## src/rtl/sertx_pkg.sv

```systemverilog
package sertx_pkg;

  typedef enum logic [2:0] {
    ST_IDLE,
    ST_START,
    ST_DATA,
    ST_PAR,
    ST_STOP
  } tx_state_e;

  typedef struct packed {
    logic [1:0] wlen;
    logic       two_stop;
    logic       par_en;
    logic       par_even;
    logic       par_stick;
  } frame_cfg_t;

  // Parity bit for the character, counting only the data bits that are sent.
  function automatic logic parity_bit(input logic [7:0] d, input frame_cfg_t c);
    logic [7:0] mask;
    logic       x;
    mask = 8'hFF >> (2'd3 - c.wlen);
    x    = ^(d & mask);
    if (c.par_stick) return ~c.par_even;
    return c.par_even ? x : ~x;
  endfunction

endpackage

```

## src/rtl/sertx_hold.sv

```systemverilog
module sertx_hold #(
  parameter int W = 8
) (
  input  logic         clk,
  input  logic         rst,
  input  logic         wr_en,
  input  logic [W-1:0] wr_data,
  input  logic         take,
  output logic [W-1:0] data,
  output logic         full
);

  always_ff @(posedge clk) begin
    if (rst) begin
      data <= '0;
      full <= 1'b0;
    end else if (wr_en) begin
      data <= wr_data;
      full <= 1'b1;
    end else if (take) begin
      full <= 1'b0;
    end
  end

  // a write always leaves a character waiting
  a_r8_write_fills: assert property (@(posedge clk) disable iff (rst)
    wr_en |=> full);
  // a write that meets a transfer keeps the new data waiting
  a_r11_write_wins: assert property (@(posedge clk) disable iff (rst)
    (wr_en && take) |=> (full && data == $past(wr_data)));
  // a transfer with no write empties the holding register
  a_r6_take_clears: assert property (@(posedge clk) disable iff (rst)
    (take && !wr_en) |=> !full);

endmodule

```

## src/rtl/sertx_shift.sv

```systemverilog
module sertx_shift
  import sertx_pkg::*;
#(
  parameter int W   = 8,
  parameter int OVS = 16
) (
  input  logic         clk,
  input  logic         rst,
  input  logic         tick,
  input  logic         load,
  input  logic [W-1:0] load_data,
  input  frame_cfg_t   cfg,
  output logic         idle,
  output logic         line
);

  localparam int TW   = $clog2(OVS);
  localparam int IW   = $clog2(W);
  localparam int MINW = W - 3;

  tx_state_e  state;
  logic [TW-1:0] tcnt;
  logic [IW-1:0] bidx;
  logic [W-1:0]  sreg;
  frame_cfg_t    cfg_q;
  logic          par_q;
  logic          stop_left;
  logic          bit_end;
  logic [IW-1:0] last_idx;

  assign bit_end  = tick && (tcnt == TW'(OVS - 1));
  assign last_idx = IW'(MINW - 1) + IW'(cfg_q.wlen);

  always_ff @(posedge clk) begin
    if (rst) begin
      state     <= ST_IDLE;
      tcnt      <= '0;
      bidx      <= '0;
      sreg      <= '0;
      cfg_q     <= '0;
      par_q     <= 1'b0;
      stop_left <= 1'b0;
    end else if (state == ST_IDLE) begin
      if (load) begin
        sreg  <= load_data;
        cfg_q <= cfg;
        par_q <= parity_bit(load_data, cfg);
        tcnt  <= '0;
        state <= ST_START;
      end
    end else if (tick) begin
      tcnt <= bit_end ? '0 : tcnt + 1'b1;
      if (bit_end) begin
        case (state)
          ST_START: begin
            bidx  <= '0;
            state <= ST_DATA;
          end
          ST_DATA: begin
            sreg <= sreg >> 1;
            if (bidx == last_idx) begin
              stop_left <= cfg_q.two_stop;
              state     <= cfg_q.par_en ? ST_PAR : ST_STOP;
            end else begin
              bidx <= bidx + 1'b1;
            end
          end
          ST_PAR: begin
            stop_left <= cfg_q.two_stop;
            state     <= ST_STOP;
          end
          ST_STOP: begin
            if (stop_left) stop_left <= 1'b0;
            else           state     <= ST_IDLE;
          end
          default: state <= ST_IDLE;
        endcase
      end
    end
  end

  always_comb begin
    case (state)
      ST_START: line = 1'b0;
      ST_DATA:  line = sreg[0];
      ST_PAR:   line = par_q;
      default:  line = 1'b1;
    endcase
  end

  assign idle = (state == ST_IDLE);

  // bit timing only advances on the oversampling enable
  a_r2_tick_hold: assert property (@(posedge clk) disable iff (rst)
    (!idle && !tick) |=> $stable(tcnt));
  // a load always opens with a start bit
  a_r2_load_starts: assert property (@(posedge clk) disable iff (rst)
    (idle && load) |=> (state == ST_START));
  // stop phase ends only on a bit boundary
  a_r4_stop_on_tick: assert property (@(posedge clk) disable iff (rst)
    (state == ST_STOP && !tick) |=> (state == ST_STOP));

endmodule

```

## src/rtl/sertx_top.sv

```systemverilog
module sertx_top
  import sertx_pkg::*;
#(
  parameter int DATA_W      = 8,
  parameter int OVS         = 16,
  parameter int SYNC_STAGES = 2
) (
  input  logic              clk,
  input  logic              rst,
  input  logic              tick,
  input  logic              wr_en,
  input  logic [DATA_W-1:0] wr_data,
  input  logic [1:0]        word_len,
  input  logic              two_stop,
  input  logic              par_en,
  input  logic              par_even,
  input  logic              par_stick,
  input  logic              brk,
  input  logic              cts_n,
  output logic              txd,
  output logic              hold_empty,
  output logic              tx_empty
);

  logic              cts_blocked;
  logic              full;
  logic [DATA_W-1:0] held;
  logic              sh_idle;
  logic              line;
  logic              load;
  frame_cfg_t        cfg;

  generate
    if (SYNC_STAGES == 0) begin : g_nosync
      assign cts_blocked = cts_n;
    end else begin : g_sync
      logic [SYNC_STAGES-1:0] sync_q;
      always_ff @(posedge clk) begin
        if (rst) sync_q <= '1;
        else     sync_q <= {sync_q[SYNC_STAGES-1:0], cts_n} >> 0;
      end
      assign cts_blocked = sync_q[SYNC_STAGES-1];
    end
  endgenerate

  assign cfg  = '{wlen: word_len, two_stop: two_stop, par_en: par_en,
                  par_even: par_even, par_stick: par_stick};
  assign load = sh_idle && full && !cts_blocked;

  sertx_hold #(.W(DATA_W)) u_hold (
    .clk     (clk),
    .rst     (rst),
    .wr_en   (wr_en),
    .wr_data (wr_data),
    .take    (load),
    .data    (held),
    .full    (full)
  );

  sertx_shift #(.W(DATA_W), .OVS(OVS)) u_shift (
    .clk       (clk),
    .rst       (rst),
    .tick      (tick),
    .load      (load),
    .load_data (held),
    .cfg       (cfg),
    .idle      (sh_idle),
    .line      (line)
  );

  always_ff @(posedge clk) begin
    if (rst) txd <= 1'b1;
    else     txd <= line && !brk;
  end

  assign hold_empty = !full;
  assign tx_empty   = sh_idle && !full;

  // break forces the line low on the next edge
  a_r10_break_low: assert property (@(posedge clk) disable iff (rst)
    brk |=> !txd);
  // a deasserted clear-to-send keeps an idle shifter idle
  a_r9_cts_blocks: assert property (@(posedge clk) disable iff (rst)
    (cts_n && $past(cts_n) && $past(cts_n, 2) && sh_idle) |=> sh_idle);
  // holding register frees up only while the shifter takes over
  a_r6_hold_before_empty: assert property (@(posedge clk) disable iff (rst)
    $rose(hold_empty) |-> !tx_empty);

endmodule

```

## config.mk

```make
export PLATFORM = sky130hd
export DESIGN_NAME = sertx_top
export DESIGN_NICKNAME = d
export VERILOG_FILES = /design/src/rtl/sertx_pkg.sv /design/src/rtl/sertx_hold.sv /design/src/rtl/sertx_shift.sv /design/src/rtl/sertx_top.sv
export SDC_FILE = /design/constraint.sdc
export NUM_CORES = 1
export LEC_CHECK = 0
export BUFFER_PORTS_ARGS = -buffer_cell sky130_fd_sc_hd__buf_2
export CAP_MARGIN = 20
export CORE_MARGIN = 8
export CORE_UTILIZATION = 35
export DETAILED_ROUTE_END_ITERATION = 8
export RECOVER_POWER = 50
export SLEW_MARGIN = 20
export SYNTH_ARGS = -nofsm -noshare
export SYNTH_HDL_FRONTEND = slang
export SYNTH_SLANG_ARGS = --single-unit
```

## constraint.sdc

```tcl
create_clock -name clk -period 1.9 [get_ports clk]
set_input_delay 0.095 -clock clk [delete_from_list [all_inputs] [get_ports clk]]
set_output_delay 0.095 -clock clk [all_outputs]
set_load 0.01 [all_outputs]
```

==> results of run 1 <==
==> critical path, cell delays in order, from the launching register on <==
cell and delay (ns):
dfxtp_2 0.33, xnor3_1 0.39, xnor2_1 0.15, or4_1 0.42
and4b_1 0.20, a311o_1 0.26
==> metal layers <==
metal	global-route usage [%]	up-vias	wire, µm
li1	-	801	-
met5	0	-	0
met2	18.9	20	1880
met3	3.02	7	110
met1	12.9	703	1940
met4	6.10	0	84
==> how the worst max path moves through the flow <==
stage	from	endpoint	slack, ns	cells after the start
after floorplan	u_shift.state[0]	u_shift.sreg[5]	0.03	7
after global placement	u_hold.data[0]	u_shift.par_q	0.07	5
after detailed placement	u_hold.data[0]	u_shift.par_q	0.04	5
after CTS	u_hold.data[0]	u_shift.par_q	0.03	5
after global routing	u_hold.data[0]	u_shift.par_q	-0.02	5
final	u_hold.data[0]	u_shift.par_q	0.06	5
==> repair_timing <==
item,CTS,global route
gates resized for setup,0,3
hold buffers,2,0
setup endpoints to repair,0,3
endpoints found under the hold margin,2,0
==> power by group through the flow <==
stage,Sequential (W),Clock (W),Combinational (W)
5_1_grt,0.000798,0.000733,0.000166
2_1_floorplan,0.000808,0,0.0000968
3_5_place_dp,0.000811,0,0.000150
4_1_cts,0.000793,0.000698,0.000153
6_report,0.000794,0.000678,0.000150
3_3_place_gp,0.000810,0,0.000148
==> through the flow <==
stage          instance area, µm²  total power [W]
2_1_floorplan                1750         0.000905
3_3_place_gp                 2020         0.000958
3_5_place_dp                 2020         0.000961
4_1_cts                      2140          0.00164
5_1_grt                      2140          0.00170
6_report                     2140          0.00162
==> state kept, by name, summed over array words and instances (netlist names), 2 cells and up <==
name	flops
u_shift.sreg	8
u_hold.data	8
u_shift.cfg_q	4
g_sync.sync_q	2
u_shift.tcnt	4
u_shift.state	3
u_shift.bidx	3
==> cells in the final DEF (no fill, tap or decap), drive strengths merged, types with 4 or more instances in the layout <==
master,n
clkbuf,11
xnor2,5
nor2,28
a31oi,4
nand2,28
o21ai,6
a311oi,9
nand3,6
a21oi,16
dfxtp,36
nand2b,5
mux2i,10
inv,8
or3,4
buf,32
nor3,5
==> cell type report <==
cell class | count | share of cell area, %
multi-input combinational | 152 | 44.3
sequential | 36 | 33.9
timing repair buffer | 39 | 11.4
tap | 67 | 3.93
clock buffer | 6 | 3.40
clock inverter | 2 | 1.64
inverter | 8 | 1.41
==> kinds of logic (layout without fill, tap and decap cells) <==
group	count (synthesis)	after routing
muxes	10	10
buffers and inverters	19	55
and+or+nand+nor	87	87
adders and majority gates	2	2
DFF	36	36
xor gates and xnor gates	8	8
AOI/OAI and AO/OA	45	45
==> run metrics, run 1 <==
RR Endpoint u_shift.par_q; main flop type after synthesis dfxtp_1; Power Dens Cells 759 nW/µm²; Vias 1531; Iter 0 DRT Violations 77; core area 4790 µm²; vias in the first global route 1528; Avg Vias per Cell 4.94; Post-synth EDFFs 0; Synth Cell Area 1750 µm²; I/O pin total 23; Core Rows 25; final net count 264; final cell count without fillers 310; FMAX 543 MHz; drt drc 0; post-synthesis compound-gate area fraction 18.3%; CTS tree built; main combinational cell family by area after synthesis simple AND/OR/NAND/NOR gates; area leader, netlist dfxtp_1; Post-Synth Simple-Gate Area 23.8%; initial antenna violation count 0; post-synthesis mux area share 5.71%; CP max FO 2; max-slew violation count 0; adder-cell share of the synthesized area 1.43%; R2R depth 5; register area share after synthesis 41.1%; hold endpoint u_hold.data[5]; combinational fraction of design power 9.2%; maximum buffer depth of the clock tree 2; Final Util 44.6%; count leader, synth dfxtp_1; dpl cells 300; hold depth 3; FF-to-FF Start u_hold.data[0]; Hold WS 0.0268 ns; Lkg Pwr 0.820 nW; YS warnings 0; clock slew seen by the registers of the worst setup and hold paths 0.08 ns; initial core utilization 36.7%; fin crit share 96.9%; layout cells sized above 1 20.6%; CP Class flip-flop to flip-flop; # diodes 0; RD Place Congestion 0.756; Post-Syn Area per Cell 8.47 µm²; Slew @ Worst Pin 0.335 ns; Worst-Skew Late Latency 0.30 ns; area taken by multi-input logic gates 946 µm²; Psw 0.000382 W; final setup vio count 0; part of the power in registers 49.0%; die area 7530 µm²; share of the synthesized area in the top cell type 41.1%; clock power share 41.8%; Hold Path Class primary input to flip-flop; RSZ-0062 raised after global routing true; max-cap viol count 0; H-tree Lvls 2; Routed Antenna Nets 0; #FFs+latches synth 36; Sw Share 23.5%; HPWL Detailed 2.96 mm; syn nets 229; register area 724 µm²; final WL 4.02 mm; Synth async-reset ratio 0%; ranking of synthesized cells by area dfxtp_1, nand2_1, nor2_1, mux2i_1, a21oi_1; Area Growth Syn to Fin 21.8%; worst hold start wr_data[5]; IO buf count 22; CTS Sinks 36; DRT Pass-1 Iters 4; min Tclk post-route 1.84 ns; Rel. slew slack 77.7%; Root Driver clkbuf_8; Pint 0.00124 W; Post-Synthesis Cells 207; first-pass GRT wire length 6.80 mm; Layout Skew 0.00780 ns; Die Y 86.8 µm; Fillers 487; WP data arrival 2.04 ns; Synth Area in XOR/XNOR 4.78%; Die Width 86.8 µm; most instantiated cells after synthesis dfxtp_1, nand2_1, nor2_1, a21oi_1, mux2i_1; Worst R2R Setup Slack 0.06 ns; synth unique cells 40; setup ws final 0.0587 ns; Post-Place Worst Slack 0.0436 ns; Max IR drop VDD 0.425 mV; grt ovf 0; post-DR wirelength/cell 13.0 µm; CTS Buf Count 5; Crit. End Element flip-flop; final hold vios 0; status finished, final reports clean; largest net degree at the start of global routing 31; GRT Util Overall 11.3%; Post-CTS Repair Setup Buffers 0; Critical Path Source Type flip-flop; setup TNS 0 ns; Required @ worst endpoint 2.09 ns
Note: power is estimated with default switching activity, not from simulation.
==> inputs of run 2 (changes only) <==
Settings changed: CORE_ASPECT_RATIO set to 1.75.
==> run 2 against run 1 <==
Compared with the run above:
- power shrank 8.3%
- non-clock buffer count grew 2
- worst setup slack lost 0.029 ns
- combinational power grew 13%
- final cell count shrank 3.9%
- global-route usage grew 0.11 points
- maximum frequency shrank 1.6%
- clock power shrank 23%
- first-iteration DRC count shrank 53%
- critical path type unchanged
- largest cell class unchanged
- largest power group unchanged
==> run metrics, run 2 (synthesized netlist as in run 1, its figures left out) <==
grt ovf 0; final setup vio count 0; status finished, final reports clean; CTS tree built; DRT Pass-1 Iters 4; Hold Path Class primary input to flip-flop; Layout Skew 0.00450 ns; H-tree Lvls 2; CP Class flip-flop to flip-flop; GRT Util Overall 11.5%; final hold vios 0; vias in the first global route 1536; Rel. slew slack 74.9%; Critical Path Source Type flip-flop; Final Util 43.4%; Power Dens Cells 700 nW/µm²; max-slew violation count 0; HPWL Detailed 3.21 mm; Root Driver clkbuf_8; most frequent cells in the layout dfxtp_1, nor2_1, nand2_1, buf_2; first-pass GRT wire length 7.05 mm; clock slew seen by the registers of the worst setup and hold paths 0.07 ns; layout cells sized above 1 23.8%; RSZ-0062 raised after global routing true; Die Width 69.5 µm; die area 7620 µm²; Area Growth Syn to Fin 21.0%; Core Rows 34; Iter 0 DRT Violations 36; Crit. End Element flip-flop; final net count 266; I/O pin total 23; largest net degree at the start of global routing 35; # diodes 0; Lkg Pwr 0.827 nW; post-DR wirelength/cell 14.4 µm; R2R depth 5; Slew @ Worst Pin 0.377 ns; Vias 1584; fin crit share 98.4%; IO buf count 22; Worst-Skew Late Latency 0.28 ns; hold depth 3; Max IR drop VDD 0.567 mV; CP max FO 2; Avg Vias per Cell 5.32; initial antenna violation count 0; CTS Buf Count 5; core area 4890 µm²; WP data arrival 2.05 ns; CTS Sinks 36; initial core utilization 35.9%; min Tclk post-route 1.87 ns; Final Power 0.00149 W; commonest non-fill, non-tap cell in the layout dfxtp_1; drt drc 0; max-cap viol count 0; final WL 4.29 mm; Required @ worst endpoint 2.08 ns; RD Place Congestion 0.860; largest registers u_hold.data x8, u_shift.sreg x8; Routed Antenna Nets 0; FMAX 535 MHz; maximum buffer depth of the clock tree 2; Die Y 110 µm
[run 2: stage by stage]
stage	hold slack, ns	cells	setup TNS, ns	worst slack, ns	cell area, µm²
after floorplan	0.199	207	0	0.0330	1750
after global placement	0.284	287	0	0.0750	2000
after detailed placement	0.285	287	0	0.0534	2000
after CTS	0.0326	295	0	0.0350	2090
after global routing	0.0521	298	-0.0156	-0.0156	2120
final	0.0403	298	0	0.0295	2120
[run 2: layout make-up]
cell class / count / area, µm²
flip-flops and latches: 36 / 726
clock inverters: 2 / 12.5
repair buffers: 41 / 262
fillers: 489 / 2770
multi-input cells: 152 / 957
well taps: 54 / 67.6
inverters: 8 / 30.0
clock buffers: 5 / 68.8
[run 2: metal layers]
metal / vias to the layer above / GRT usage, % / part of all wire, %
li1: 802 / - / -
met1: 750 / 11.1 / 39
met2: 23 / 21.8 / 56
met3: 9 / 2.26 / 2.2
met4: 0 / 7.07 / 2.9
met5: - / 0 / 0
[run 2: worst max-delay path: stages (launching register included)]
cell     delay (ns)
dfxtp_2        0.33
xnor3_1        0.42
xnor2_2        0.15
or4_4          0.42
and4b_1        0.19
a311o_1        0.26
[run 2: what timing repair did]
action                                 in CTS  in global routing
resized for setup                           0                  7
setup endpoints to repair                   0                  4
buffers inserted                            0                  3
hold buffers                                1                  0
endpoints found under the hold margin       1                  0
[run 2: worst paths after layout]
check | slack [ns] | end | start
max | 0.03 | u_shift.par_q | u_hold.data[0]
min | 0.04 | u_hold.data[1] | wr_data[1]
max reg2reg | 0.03 | u_shift.par_q | u_hold.data[0]
min reg2reg | 0.42 | g_sync.sync_q[1] | g_sync.sync_q[0]
[run 2: report_power, final]
| part | switching [W] | internal [W] | total [W] |
|---|---|---|---|
| clock | 0.000273 | 0.000248 | 0.000522 |
| combinational | 0.0000823 | 0.0000877 | 0.000170 |
| sequential | 0.0000184 | 0.000777 | 0.000796 |
==> inputs of run 3 (changes only) <==
Settings changed: SYNTH_HIERARCHICAL set to 1.
==> run 3 against run 2 <==
Compared with the run above:
- the flow now finishes with violations (negative setup slack)
- worst setup slack worse by 0.050 ns
- non-clock buffer count unchanged
- maximum frequency down 2.6%
- worst hold slack gained 0.0083 ns
- die area is 0.51% higher
- critical path depth rose by 4
- sequential share of layout area fell by 1.1 points
- critical endpoint is now u_shift/state[2]
==> run metrics, run 3 <==
status finished, violations left; failing checks negative setup slack; Post-synth EDFFs 0; hold depth 3; area leader, netlist dfxtp_1; Post-Syn Area per Cell 8.65 µm²; Lkg Pwr 0.853 nW; Vias 1548; final net count 263; GRT Util Overall 11.5%; RSZ-0062 raised after global routing true; maximum buffer depth of the clock tree 2; final WL 4.31 mm; Max IR drop VDD 0.726 mV; most frequent cells in the layout dfxtp_1, nor2_1, nand2_1, buf_2, buf_4; main flop type after synthesis dfxtp_1; final hold vios 0; synth unique cells 46; most instantiated cells after synthesis dfxtp_1, nor2_1, nand2_1, a21oi_1, mux2i_1; Rel. slew slack 73.6%; Synth Cell Area 1770 µm²; #FFs+latches synth 36; Hold Path Class primary input to flip-flop; Power Dens Cells 718 nW/µm²; placed cell area 2020 µm²; core area 4930 µm²; Routed Antenna Nets 0; FF-to-FF Start u_shift/state[1]; Slew @ Worst Pin 0.395 ns; final setup vio count 2; Worst R2R Setup Slack -0.02 ns; largest registers u_hold/data x8, u_shift/sreg x8; first-pass GRT wire length 7.23 mm; fin crit share 101%; Fillers 507; Required @ worst endpoint 2.07 ns; min Tclk post-route 1.92 ns; Final Util 44.2%; syn nets 226; setup ws final -0.0207 ns; drt drc 0; layout cells sized above 1 25.3%; setup TNS -0.0234 ns; CTS tree built; Iter 0 DRT Violations 18; clock slew seen by the registers of the worst setup and hold paths 0.07 ns; CTS Buf Count 5; Layout Skew 0.00481 ns; WP data arrival 2.09 ns; CTS Sinks 36; # diodes 0; Synth async-reset ratio 0%; DRT Pass-1 Iters 4; worst hold start wr_data[1]; Core Rows 34; YS warnings 6; commonest non-fill, non-tap cell in the layout dfxtp_1; post-DR wirelength/cell 14.6 µm; Root Driver clkbuf_8; register area share after synthesis 40.8%; IO buf count 22; die area 7660 µm²; initial antenna violation count 0; R2R depth 9; largest net degree at the start of global routing 23; Post-Synthesis Cells 204; hold endpoint u_hold/data[1]; H-tree Lvls 2; vias in the first global route 1544; Die Y 110 µm; Worst-Skew Late Latency 0.28 ns; grt ovf 0; initial core utilization 35.8%; count leader, synth dfxtp_1; CP max FO 3; I/O pin total 23; Die Width 69.7 µm; RD Place Congestion 0.803; HPWL Detailed 3.32 mm; ranking of synthesized cells by area dfxtp_1, mux2i_1, nor2_1, nand2_1, a311oi_1; RR Endpoint u_shift/state[2]; Critical Path Source Type flip-flop; max-cap viol count 0; Crit. End Element flip-flop; max-slew violation count 0; CP Class flip-flop to flip-flop; post-route cell area 2180 µm²; Area Growth Syn to Fin 23.6%; FMAX 521 MHz; share of the synthesized area in the top cell type 40.8%; Avg Vias per Cell 5.25
-- run 3: final cells by class --
type | count | area [µm²] | share of cell area, %
flip-flops and latches | 36 | 722 | 33.1
multi-input cells | 149 | 986 | 45.2
repair buffers | 41 | 273 | 12.5
inverters | 8 | 37.5 | 1.72
clock buffers | 7 | 96.3 | 4.42
well taps | 54 | 67.6 | 3.10
-- run 3: how the worst max path moves through the flow --
| stage | end | slack [ns] | from |
|---|---|---|---|
| global route | u_shift/state[2] | -0.11 | u_shift/state[1] |
| detailed placement | u_shift/tcnt[0] | -0.06 | u_shift/state[0] |
| global placement | u_shift/sreg[5] | -0.05 | u_shift/state[0] |
| floorplan | u_shift/state[2] | -0.33 | u_shift/state[2] |
| finish | u_shift/state[2] | -0.02 | u_shift/state[1] |
| CTS | u_shift/state[2] | -0.03 | u_shift/state[1] |
-- run 3: worst max-delay path, cell delays in order (launching register included) --
cell and delay (ns):
dfxtp_2 0.32, or3_4 0.42, inv_8 0.07, nand2_4 0.05
nor2_4 0.08, nor4b_4 0.25, a21oi_2 0.07, a311oi_2 0.29
mux2i_1 0.22, nor2_1 0.05
-- run 3: where the power goes --
part           internal [W]  total [W]  switching (W)
registers          0.000778   0.000797      0.0000191
logic             0.0000946   0.000191      0.0000964
clock network      0.000323   0.000579       0.000256
-- run 3: per-stage QoR --
stage / std cells / hold slack [ns] / setup WS [ns] / power, W
after global placement: 285 / 0.273 / -0.0463 / 0.000996
after CTS: 293 / 0.0441 / -0.0311 / 0.00158
after floorplan: 204 / 0.185 / -0.332 / 0.000935
final: 295 / 0.0486 / -0.0207 / 0.00157
after global routing: 295 / 0.0419 / -0.114 / 0.00164
after detailed placement: 285 / 0.277 / -0.0634 / 0.000998
-- run 3: logic make-up after synthesis --
group | count (synthesis) | share of synthesized area (%)
mux | 12 | 6.80
fa+ha+maj | 2 | 1.42
buf+inv | 19 | 6.02
compound gates | 44 | 16.7
simple gates | 83 | 23.5
xor+xnor | 8 | 4.75
flops | 36 | 40.8
-- run 3: repair_timing --
| item | in CTS | in global routing |
|---|---|---|
| buffers inserted | 1 | 2 |
| resized for setup | 4 | 6 |
| pin swaps | 5 | 4 |
| endpoints found under the hold margin | 1 | 0 |
| endpoints found under the setup margin | 13 | 13 |
| hold buffers | 1 | 0 |
-- run 3: per-layer routing --
| layer | routed length (µm) | up-vias | global-route usage [%] | share of wire, % |
|---|---|---|---|---|
| li1 | - | 777 | - | - |
| met1 | 1700 | 735 | 11.0 | 39 |
| met2 | 2440 | 32 | 22.9 | 57 |
| met3 | 126 | 4 | 2.44 | 2.9 |
| met4 | 47 | 0 | 4.76 | 1.1 |
| met5 | 0 | - | 0 | 0 |
